`src/rtl/pcnt_pkg.sv`:
```
package pcnt_pkg;
  parameter int unsigned SEG_W   = 16;
  parameter int unsigned NUM_SEG = 4;
endpackage

```
`src/rtl/pcnt_segment.sv`:
```
module pcnt_segment #(
  parameter int unsigned W = 16
) (
  input  logic         clk_i,
  input  logic         rst_ni,
  input  logic         clr_i,
  input  logic         inc_i,
  output logic [W-1:0] val_o,
  output logic         full_o
);
  logic [W-1:0] q;

  always_ff @(posedge clk_i or negedge rst_ni) begin
    if (!rst_ni)    q <= '0;
    else if (clr_i) q <= '0;
    else if (inc_i) q <= q + 1'b1;
  end

  assign val_o  = q;
  assign full_o = &q;
endmodule

```
`src/rtl/pcnt_carry.sv`:
```
module pcnt_carry #(
  parameter int unsigned N = 4
) (
  input  logic         en_i,
  input  logic         test_i,
  input  logic [N-1:0] full_i,
  output logic [N-1:0] inc_o
);
  assign inc_o[0] = en_i;

  for (genvar k = 1; k < N; k++) begin : g_link
    // test mode breaks the chain: every segment sees the raw enable
    assign inc_o[k] = test_i ? en_i : (inc_o[k-1] & full_i[k-1]);
  end
endmodule

```
`src/rtl/pcnt_rd_mux.sv`:
```
module pcnt_rd_mux #(
  parameter int unsigned N = 4,
  parameter int unsigned W = 16,
  localparam int unsigned SW = (N > 1) ? $clog2(N) : 1
) (
  input  logic [N*W-1:0] flat_i,
  input  logic [N-1:0]   full_i,
  input  logic [SW-1:0]  sel_i,
  output logic [W-1:0]   rdata_o,
  output logic           tc_o
);
  always_comb begin
    rdata_o = '0;
    tc_o    = 1'b0;
    for (int k = 0; k < N; k++) begin
      if (sel_i == SW'(k)) begin
        rdata_o = flat_i[k*W +: W];
        tc_o    = full_i[k];
      end
    end
  end
endmodule

```
`src/rtl/part_counter.sv`:
```
module part_counter
  import pcnt_pkg::*;
#(
  parameter int unsigned SW_P = SEG_W,
  parameter int unsigned NS_P = NUM_SEG,
  localparam int unsigned SEL_W = (NS_P > 1) ? $clog2(NS_P) : 1,
  localparam int unsigned TOT_W = SW_P * NS_P
) (
  input  logic             clk_i,
  input  logic             rst_ni,
  input  logic             clear_i,
  input  logic             enable_i,
  input  logic             test_mode_i,
  input  logic [SEL_W-1:0] sel_i,
  output logic [SW_P-1:0]  rdata_o,
  output logic             tc_o
);
  logic [NS_P-1:0]  inc;
  logic [NS_P-1:0]  full;
  logic [TOT_W-1:0] cnt_flat;

  pcnt_carry #(.N(NS_P)) u_carry (
    .en_i   (enable_i),
    .test_i (test_mode_i),
    .full_i (full),
    .inc_o  (inc)
  );

  for (genvar k = 0; k < NS_P; k++) begin : g_seg
    pcnt_segment #(.W(SW_P)) u_seg (
      .clk_i  (clk_i),
      .rst_ni (rst_ni),
      .clr_i  (clear_i),
      .inc_i  (inc[k]),
      .val_o  (cnt_flat[k*SW_P +: SW_P]),
      .full_o (full[k])
    );
  end

  pcnt_rd_mux #(.N(NS_P), .W(SW_P)) u_mux (
    .flat_i  (cnt_flat),
    .full_i  (full),
    .sel_i   (sel_i),
    .rdata_o (rdata_o),
    .tc_o    (tc_o)
  );
endmodule

```
`config.mk`:
```
export PLATFORM = sky130hd
export DESIGN_NAME = part_counter
export DESIGN_NICKNAME = d
export VERILOG_FILES = /design/src/rtl/pcnt_pkg.sv /design/src/rtl/pcnt_segment.sv /design/src/rtl/pcnt_carry.sv /design/src/rtl/pcnt_rd_mux.sv /design/src/rtl/part_counter.sv
export SDC_FILE = /design/constraint.sdc
export NUM_CORES = 1
export LEC_CHECK = 0
export BUFFER_PORTS_ARGS = -buffer_cell sky130_fd_sc_hd__buf_4
export CORE_MARGIN = 5
export CORE_UTILIZATION = 55
export DETAILED_ROUTE_END_ITERATION = 6
export PLACE_DENSITY = 0.73
export SLEW_MARGIN = 20
export SYNTH_ARGS = -nofsm -noshare
export SYNTH_HDL_FRONTEND = slang
export SYNTH_HIERARCHICAL = 1
export SYNTH_SLANG_ARGS = --single-unit
```
`constraint.sdc`:
```
create_clock -name clk_i -period 2.7 [get_ports clk_i]
set_input_delay 0.135 -clock clk_i [delete_from_list [all_inputs] [get_ports clk_i]]
set_output_delay 0.135 -clock clk_i [all_outputs]
set_load 0.01 [all_outputs]
```
==> flow_summary.toml, run 1 <==
[run_status]
outcome = "finished, violations left"
violations = "negative setup slack"

[sta]
post-route-min-period_ns = 2.760
fin_tns_setup_ns = -0.1081
rsz0062_at_grt = "true"
hold_violations = 0
finClkSkew_ns = 0.009183
clock.fmax_mhz = 362.3
fin_crit_sh_pct = 102.2
setup_violations = 2
postLayoutSetupSlackWorst_ns = -0.06023
worstMarginPinSlew_ns = 0.8202
slew_viol_final = 0
timing.slew.headroom_pct = 45.32

[worst_hold_path]
min_path_type = "in2reg"
holdCritStartpoint = "enable_i"
hold_depth = 3

[layout]
largest_reg_flops = 64
layout_common_cells = "buf_4, dfrtp_1, nor2_1"
antenna_cells = 0
final_common_cell = "buf_4"
fin_util_pct = 69.55
final_nets = 446
instances_no_fill = 520
drive_gt1_share_pct = 31.14
syn2layout_area_growth_pct = 24.38

[logic_synthesis]
yosysSeqAreaShare_pct = 42.62
avgSynthCellArea_sq_um = 10.24
synth_cell_type_count = 36
synth_area_leaders = "dfrtp_1, xnor2_1, mux4_2"
synthArstFlopShare_pct = 100.0
ys_warn_count = 6
netlist_instances = 367
yosys.area.top_type = "dfrtp_1"
netlist_area_sq_um = 3757
synth_nets = 378
synth-edff-count = 0
yosys.area.top_type_share_pct = 42.62
ys.flop_type = "dfrtp_1"
synth-seq-cells = 64

[setup_path]
cp_max_fo = 4
cp.buffers_inverters = 0
worst_r2r_path_depth = 10
crit_required_ns = 2.98
worstPathArrival_ns = 3.04
crit_chain = "and2_4 > nand3_4 > or3_4 > nor3_4 > a31oi_1 > nor2b_1 > o211ai_1 > or4_4 > or3_4 > a21oi_2"
crit_slowest_cell = "or4_4"
crit_path_frequent_cell = "or3_4"
worst_setup_path_end_kind = "flop"
cp_top_family = "simple AND/OR/NAND/NOR gates"
cp_slowest_stage_delay_ns = 0.52
r2r_start = "g_seg[0].u_seg/val_o[12]"
worstSetupPathType = "reg2reg"
startpoint = "g_seg[0].u_seg/val_o[12]"
start_kind = "flop"
crit_cells = 10

[die]
rows = 30
core_area_sq_um = 6719
dieArea_sq_um = 8585
initial_core_util_pct = 55.92
die_h_um = 92.66
die_w_um = 92.66
ios = 24

[power_and_ir_drop]
p_comb_share_pct = 6.5
power_density_nw_per_um2 = 455.8
p_sw_mw = 0.4952
vdd_ir_drop_max_mv = 0.3352
p_sw_share_pct = 23.25
p_leak_nw = 1.990
pwr-share-seq_pct = 46.0
p_clk_share_pct = 47.6
internal_power_mw = 1.635

[clock_network]
path_clk_slew_ns = 0.08
cts_tree = "yes"
clock_path_buffers = 2
cts_made_buffers = 9
clkLatencyLatePin_ns = 0.35
h-tree-depth = 3
root_buffer = "clkbuf_8"
clock_sinks = 64

[grt]
antenna_found_initial = 0
grt_pass1_wl_mm = 15.53
grt_max_degree = 65
grt_overflow_total = 0
grt_pass1_vias = 3030
grt_use_total_pct = 23.83

[place]
dp.cells = 496
dp_hpwl_mm = 6.805
preCtsSetupSlack_ns = -0.07147
portBuffers = 23
gp_congestion = 0.8938

[detailed_routing]
first_pass_iters = 5
wl_met2_mm = 5.000
met1_length_mm = 3.960
wl_per_cell_um = 18.84
vias_per_cell = 6.194
drtAntennaViolNets = 0
dr_total_vias = 3221
routed_wirelength_mm = 9.796
wl_met3_um = 627
drcViolationCount = 0
first_iter_violations = 353
maxUsedRoutingLayer = "met4"

[flow_run]
maxCapViolations = 0
[synth_stat cells, types with 7 or more instances]
master,n
or3_1,8
nor2_1,52
mux4_2,10
nor3_1,8
nand4_1,8
xnor2_1,28
a21oi_1,21
buf_2,10
mux4_1,7
o21ai_0,8
nor4_1,16
inv_1,12
dfrtp_1,64
xor2_1,12
or4_1,8
nand3_1,20
nand2_1,16
[cell families (layout without fill, tap and decap cells)]
family,Yosys count,count (layout),share of synthesized area [%]
buffers and inverters,29,102,3.963
AO/OA/AOI/OAI,47,47,7.559
adder cells (fa/ha/maj),4,4,1.332
XOR/XNOR,40,40,9.324
flip-flops,64,64,42.62
AND/OR/NAND/NOR,162,162,23.24
multiplexers,21,21,11.95
[final timing paths]
path                                            end  slack, ns
min reg2reg                g_seg[0].u_seg/val_o[15]       0.59
max                        g_seg[3].u_seg/val_o[15]      -0.06
min                         g_seg[0].u_seg/val_o[0]       0.14
max reg2reg                g_seg[3].u_seg/val_o[15]      -0.06
min in group asynchronous   g_seg[0].u_seg/val_o[5]       0.41
max in group asynchronous   g_seg[0].u_seg/val_o[0]       1.72
[final cells by class]
| class | instances | area (sq um) |
|---|---|---|
| clock buffer | 9 | 123.9 |
| inverter | 12 | 45.04 |
| clock inverter | 7 | 120.1 |
| sequential | 64 | 1604 |
| tap | 80 | 100.1 |
| fill | 502 | 2046 |
| timing repair buffer | 74 | 558.0 |
| multi-input combinational | 274 | 2122 |
[metrics by stage]
| step | cell area [sq um] | total power, mW | hold slack (ns) |
|---|---|---|---|
| after floorplan | 3762 | 1.076 | -0.1606 |
| after global placement | 4254 | 1.127 | 0.2824 |
| after detailed placement | 4254 | 1.131 | 0.2873 |
| after CTS | 4553 | 2.140 | 0.1360 |
| after global routing | 4673 | 2.204 | 0.1288 |
| final | 4673 | 2.130 | 0.1414 |
[power groups by stage]
| stage | Combinational [mW] | Clock [mW] | Sequential (mW) |
|---|---|---|---|
| 6_report | 0.138 | 1.01 | 0.979 |
| 3_3_place_gp | 0.131 | 0 | 0.996 |
| 4_1_cts | 0.136 | 1.03 | 0.978 |
| 2_1_floorplan | 0.0807 | 0 | 0.995 |
| 3_5_place_dp | 0.134 | 0 | 0.997 |
| 5_1_grt | 0.152 | 1.07 | 0.980 |
[metal layers]
layer  vias to the layer above  track usage [%]
li1                       1465                -
met1                      1616            30.73
met2                       119            39.82
met3                        21            3.656
met4                         0            10.50
met5                         -                0
[worst register-to-register path: stages, from the launching register on]
cell and delay [ns]:
dfrtp_1 0.35, and2_4 0.17, nand3_4 0.08, or3_4 0.35, nor3_4 0.28, a31oi_1 0.13, nor2b_1 0.18, o211ai_1 0.16
or4_4 0.52, or3_4 0.34, a21oi_2 0.13
[timing repair]
item | CTS | global route
pin swaps | 3 | 11
hold endpoints to repair | 64 | 0
buffers inserted | 1 | 6
setup endpoints to repair | 11 | 16
cloned | 0 | 0
hold buffers | 1 | 0
gates resized for setup | 8 | 17
Power figures use the tool's default switching activity.
==> run 2, diff against run 1 <==
--- a/config.mk
+++ b/config.mk
@@ -9,8 +9,8 @@
 export CORE_MARGIN = 5
 export CORE_UTILIZATION = 55
 export DETAILED_ROUTE_END_ITERATION = 6
+export GPL_TIMING_DRIVEN = 0
 export PLACE_DENSITY = 0.73
-export SLEW_MARGIN = 20
 export SYNTH_ARGS = -nofsm -noshare
 export SYNTH_HDL_FRONTEND = slang
 export SYNTH_HIERARCHICAL = 1
==> constraint.sdc (replaced) <==
create_clock -name clk_i -period 2.7 [get_ports clk_i]
set_input_delay 0.135 -clock clk_i [delete_from_list [all_inputs] [get_ports clk_i]]
set_output_delay 0.135 -clock clk_i [all_outputs]
set_load 0.02 [all_outputs]
==> run 2 against run 1 <==
Compared with the run above:
- the run still ends with negative setup slack left
- sequential share of layout area shrank 0.18 points
- sequential power is essentially flat
- maximum frequency shrank 4.6%
- global-route usage shrank 1.2 points
- die area is the same
- critical path type unchanged
==> flow_summary.toml, run 2 (synthesized netlist as in run 1, its figures left out) <==
[worst_hold_path]
hold_depth = 2
min_path_type = "in2reg"
holdCritStartpoint = "clear_i"

[place]
gp_congestion = 0.9301
dp_hpwl_mm = 6.301
portBuffers = 20

[setup_path]
worstSetupPathType = "reg2reg"
r2r_end = "g_seg[3].u_seg/val_o[15]"
critPathCapture = "g_seg[3].u_seg/val_o[15]"
r2r_start = "g_seg[1].u_seg/val_o[7]"
rrSetupSlack_ns = -0.19
worstPathArrival_ns = 3.17
worst_setup_path_end_kind = "flop"
start_kind = "flop"
worst_r2r_path_depth = 10
startpoint = "g_seg[1].u_seg/val_o[7]"
cp_max_fo = 7
crit_required_ns = 2.98

[die]
ios = 24
dieArea_sq_um = 8585
initial_core_util_pct = 55.92
die_w_um = 92.66
rows = 30
die_h_um = 92.66
core_area_sq_um = 6719

[layout]
fin_util_pct = 70.13
syn2layout_area_growth_pct = 25.41
antenna_cells = 0
drive_gt1_share_pct = 33.86
largest_reg_flops = 64
final_common_cell = "buf_4"
final_nets = 449
n_fill_cell = 496
layout_common_cells = "buf_4, dfrtp_1, nor2_1"

[run_status]
outcome = "finished, violations left"
violations = "negative setup slack"

[sta]
clock.fmax_mhz = 345.6
fin_crit_sh_pct = 107.2
whs_ns = 0.08206
slew_viol_final = 0
post-route-min-period_ns = 2.894
rsz0062_at_grt = "true"
timing.slew.headroom_pct = 44.70
worstMarginPinSlew_ns = 0.8295
setup_violations = 4
finClkSkew_ns = 0.01000
postLayoutSetupSlackWorst_ns = -0.1939
hold_violations = 0

[grt]
grt_pass1_wl_mm = 14.88
grt_max_degree = 65
grt_pass1_vias = 3025
antenna_found_initial = 0
grt_use_total_pct = 22.64
grt_overflow_total = 0

[flow_run]
maxCapViolations = 0

[detailed_routing]
drcViolationCount = 0
maxUsedRoutingLayer = "met4"
vias_per_cell = 6.229
routed_wirelength_mm = 9.939
dr_total_vias = 3258
met1_length_mm = 4.088
drtAntennaViolNets = 0
wl_per_cell_um = 19.00
wl_met3_um = 660
first_iter_violations = 237
wl_met2_mm = 5.030
first_pass_iters = 4

[clock_network]
cts_made_buffers = 9
root_buffer = "clkbuf_8"
clock_sinks = 64
path_clk_slew_ns = 0.07
h-tree-depth = 3
clkLatencyLatePin_ns = 0.34
cts_tree = "yes"
clock_path_buffers = 2

[power_and_ir_drop]
p_leak_nw = 2.000
vdd_ir_drop_max_mv = 0.2011
power_density_nw_per_um2 = 402.6
[run 2: cell count changes in the layout (fill, tap and decap cells not counted), moves of 5 or more]
cell     change
buf_2        +7
buf_4       -13
nand3_1      -5
nand3_2      +5
[run 2: worst max-delay path, cell delays in order, from the launching register on]
cell and delay, ns:
dfrtp_1 0.41, nand3_2 0.18, or3_4 0.44, nor3_4 0.23, a31oi_1 0.11, nor2b_1 0.14, buf_4 0.13, o211ai_1 0.22
or4_1 0.51, or3_1 0.34, a21oi_2 0.12
[run 2: worst min-delay path by stage]
stage / to
3_5_place_dp: g_seg[0].u_seg/val_o[2]
2_1_floorplan: g_seg[0].u_seg/val_o[0]
4_1_cts: g_seg[1].u_seg/val_o[13]
5_1_grt: g_seg[2].u_seg/val_o[14]
3_3_place_gp: g_seg[0].u_seg/val_o[2]
6_report: g_seg[1].u_seg/val_o[13]
[run 2: routing by layer]
layer	vias to the layer above	track usage [%]
met2	163	37.34
met4	0	9.035
met5	-	0
met1	1589	29.68
met3	21	4.062
li1	1485	-
[run 2: final cells by class]
type	instances	area (sq um)	share of cell area, %
Buffer	17	115.1	2.443
Clock buffer	13	168.9	3.585
Clock inverter	3	15.01	0.3186
Inverter	12	45.04	0.9559
Multi-Input combinational cell	274	2198	46.65
Sequential cell	64	1609	34.15
Tap cell	80	100.1	2.124
Timing Repair Buffer	60	460.4	9.772
[run 2: stage by stage]
step / total power, mW / cell area, sq um / setup TNS [ns] / std cells / setup slack [ns]
2_1_floorplan: 1.078 / 3762 / 0 / 367 / 0.04400
3_3_place_gp: 1.127 / 4013 / -2.534 / 467 / -0.2924
3_5_place_dp: 1.128 / 4013 / -2.964 / 467 / -0.3428
4_1_cts: 1.906 / 4492 / -0.1370 / 510 / -0.08234
5_1_grt: 1.973 / 4712 / -1.760 / 523 / -0.3116
6_report: 1.897 / 4712 / -0.3891 / 523 / -0.1939
[run 2: power breakdown]
group,leakage (nW),total (mW),switching (mW),internal [mW]
clock network,0.0992,0.774,0.370,0.405
registers,0.881,0.982,0.0150,0.967
logic,1.02,0.140,0.0843,0.0561
[run 2: repair_timing]
item                                    in CTS  in global routing
hold buffers                                 1                  0
hold endpoints to repair                    64                  0
resized for setup                           24                 25
pin swaps                                   16                  8
setup buffers                               26                 13
endpoints found under the setup margin      18                 17
==> run 3, diff against run 2 <==
--- a/config.mk
+++ b/config.mk
@@ -11,6 +11,7 @@
 export DETAILED_ROUTE_END_ITERATION = 6
 export GPL_TIMING_DRIVEN = 0
 export PLACE_DENSITY = 0.73
+export REMOVE_ABC_BUFFERS = 1
 export SYNTH_ARGS = -nofsm -noshare
 export SYNTH_HDL_FRONTEND = slang
 export SYNTH_HIERARCHICAL = 1
==> run 3 against run 2 <==
Compared with the run above:
- the run still ends with negative setup slack left
- first-iteration DRC count down 0.84%
- sequential cell count unchanged
- via count increased by 2.0%
- sequential share of layout area shrank 1.7 points
- non-clock buffer count is 18 higher
- critical path depth increased by 3
- critical path type unchanged
- final area up 5.1%
- die area unchanged
- final cell count up 3.4%
- highest routed layer unchanged
- routed wire length rose by 6.0%
- power grew 3.8%
- hold slack gained 0.055 ns
==> flow_summary.toml, run 3 (synthesized netlist as in run 1, its figures left out) <==
[sta]
timing.slew.headroom_pct = 45.15
post-route-min-period_ns = 2.943
hold_violations = 0
whs_ns = 0.1368
worstMarginPinSlew_ns = 0.8228
clock.fmax_mhz = 339.8
finClkSkew_ns = 0.009812
rsz0062_at_grt = "true"
postLayoutSetupSlackWorst_ns = -0.2429
slew_viol_final = 0
fin_crit_sh_pct = 109.0
setup_violations = 14

[die]
rows = 30
ios = 24
die_h_um = 92.66
die_w_um = 92.66
initial_core_util_pct = 55.92
core_area_sq_um = 6719
dieArea_sq_um = 8585

[place]
portBuffers = 23
gp_congestion = 0.8120
dp_hpwl_mm = 5.677

[clock_network]
cts_made_buffers = 9
h-tree-depth = 3
root_buffer = "clkbuf_8"
clkLatencyLatePin_ns = 0.35
cts_tree = "yes"
path_clk_slew_ns = 0.07
clock_path_buffers = 2
clock_sinks = 64

[detailed_routing]
first_iter_violations = 235
drcViolationCount = 0
drtAntennaViolNets = 0
vias_per_cell = 6.144
first_pass_iters = 5
wl_per_cell_um = 19.47
routed_wirelength_mm = 10.53
dr_total_vias = 3324

[grt]
antenna_found_initial = 0
grt_use_total_pct = 24.52
grt_pass1_vias = 3161
grt_overflow_total = 0
grt_pass1_wl_mm = 16.15
grt_max_degree = 77

[layout]
layout_common_cells = "buf_4, dfrtp_1, nor2_1"
largest_reg_flops = 64
fin_util_pct = 73.69
drive_gt1_share_pct = 37.96
antenna_cells = 0
syn2layout_area_growth_pct = 31.77
final_nets = 467
final_common_cell = "buf_4"

[setup_path]
crit_chain = "and2_4 > nand3_2 > or3_1 > nor3_2 > buf_4 > a21oi_4 > nor2b_4 > buf_4 > buf_6 > nor2_2 > or3_4 > or4_1 > a21oi_1"
crit_required_ns = 2.97
worst_setup_path_end_kind = "flop"
worstSetupPathType = "reg2reg"
start_kind = "flop"
crit_slowest_cell = "or3_4"
cp_slowest_stage_delay_ns = 0.43
cp_max_fo = 4
crit_path_frequent_cell = "buf_4"
worstPathArrival_ns = 3.21

[run_status]
outcome = "finished, violations left"
violations = "negative setup slack"

[power_and_ir_drop]
vdd_ir_drop_max_mv = 0.2393
power_density_nw_per_um2 = 397.9
p_leak_nw = 2.151
power.total_mw = 1.970

[worst_hold_path]
min_path_type = "in2reg"

[flow_run]
maxCapViolations = 0
[run 3: through the flow]
stage	cell area (sq um)	std cells	setup slack [ns]	setup TNS, ns
floorplan	3654	350	-0.1647	-0.5183
global placement	3926	453	-0.7049	-10.07
detailed placement	3926	453	-0.7817	-12.06
CTS	4684	526	-0.1263	-0.5823
global route	4951	541	-0.3259	-2.686
finish	4951	541	-0.2429	-1.479
[run 3: worst paths after layout]
check                                          from                        to  cells past startpoint  slack [ns]
min                                        enable_i   g_seg[0].u_seg/val_o[0]                      3        0.14
min reg2reg                 g_seg[2].u_seg/val_o[1]   g_seg[2].u_seg/val_o[1]                      2        0.59
max reg2reg                g_seg[1].u_seg/val_o[12]  g_seg[2].u_seg/val_o[14]                     13       -0.24
min in group asynchronous                    rst_ni  g_seg[2].u_seg/val_o[15]                      2        0.42
max in group asynchronous                    rst_ni   g_seg[2].u_seg/val_o[1]                      2        1.70
max                        g_seg[1].u_seg/val_o[12]  g_seg[2].u_seg/val_o[14]                     13       -0.24
[run 3: report_power, final]
part	internal [mW]	leakage (nW)	switching (mW)
sequential	0.967	0.884	0.0128
combinational	0.0539	1.16	0.0863
clock	0.475	0.103	0.375
[run 3: repair_timing]
action	in CTS	in global routing
setup buffers	56	15
resized for setup	31	29
hold buffers	1	0
hold endpoints to repair	64	0
pin swaps	15	14
setup endpoints to repair	33	24
[run 3: worst max-delay path: cells and delay by family (launching register included)]
kind,cells,cell delay (ns)
and+or+nand+nor,8,1.92
DFF,1,0.37
buffers and inverters,3,0.39
AOI/OAI and AO/OA,2,0.19
[run 3: cell type report]
type | instances | area [sq um]
inverters | 12 | 45.04
clock buffers | 13 | 158.9
flip-flops and latches | 64 | 1607
well taps | 80 | 100.1
clock inverters | 3 | 40.04
repair buffers | 95 | 742.0
multi-input cells | 274 | 2258
fillers | 455 | 1768
[run 3: routing by layer]
metal,wire [um],vias to the layer above,track usage [%],part of all wire (%)
met2,5219,143,40.18,50
met4,374,0,10.01,3.6
met3,686,28,6.093,6.5
met1,4252,1634,31.20,40
li1,-,1519,-,-
met5,0,-,0,0
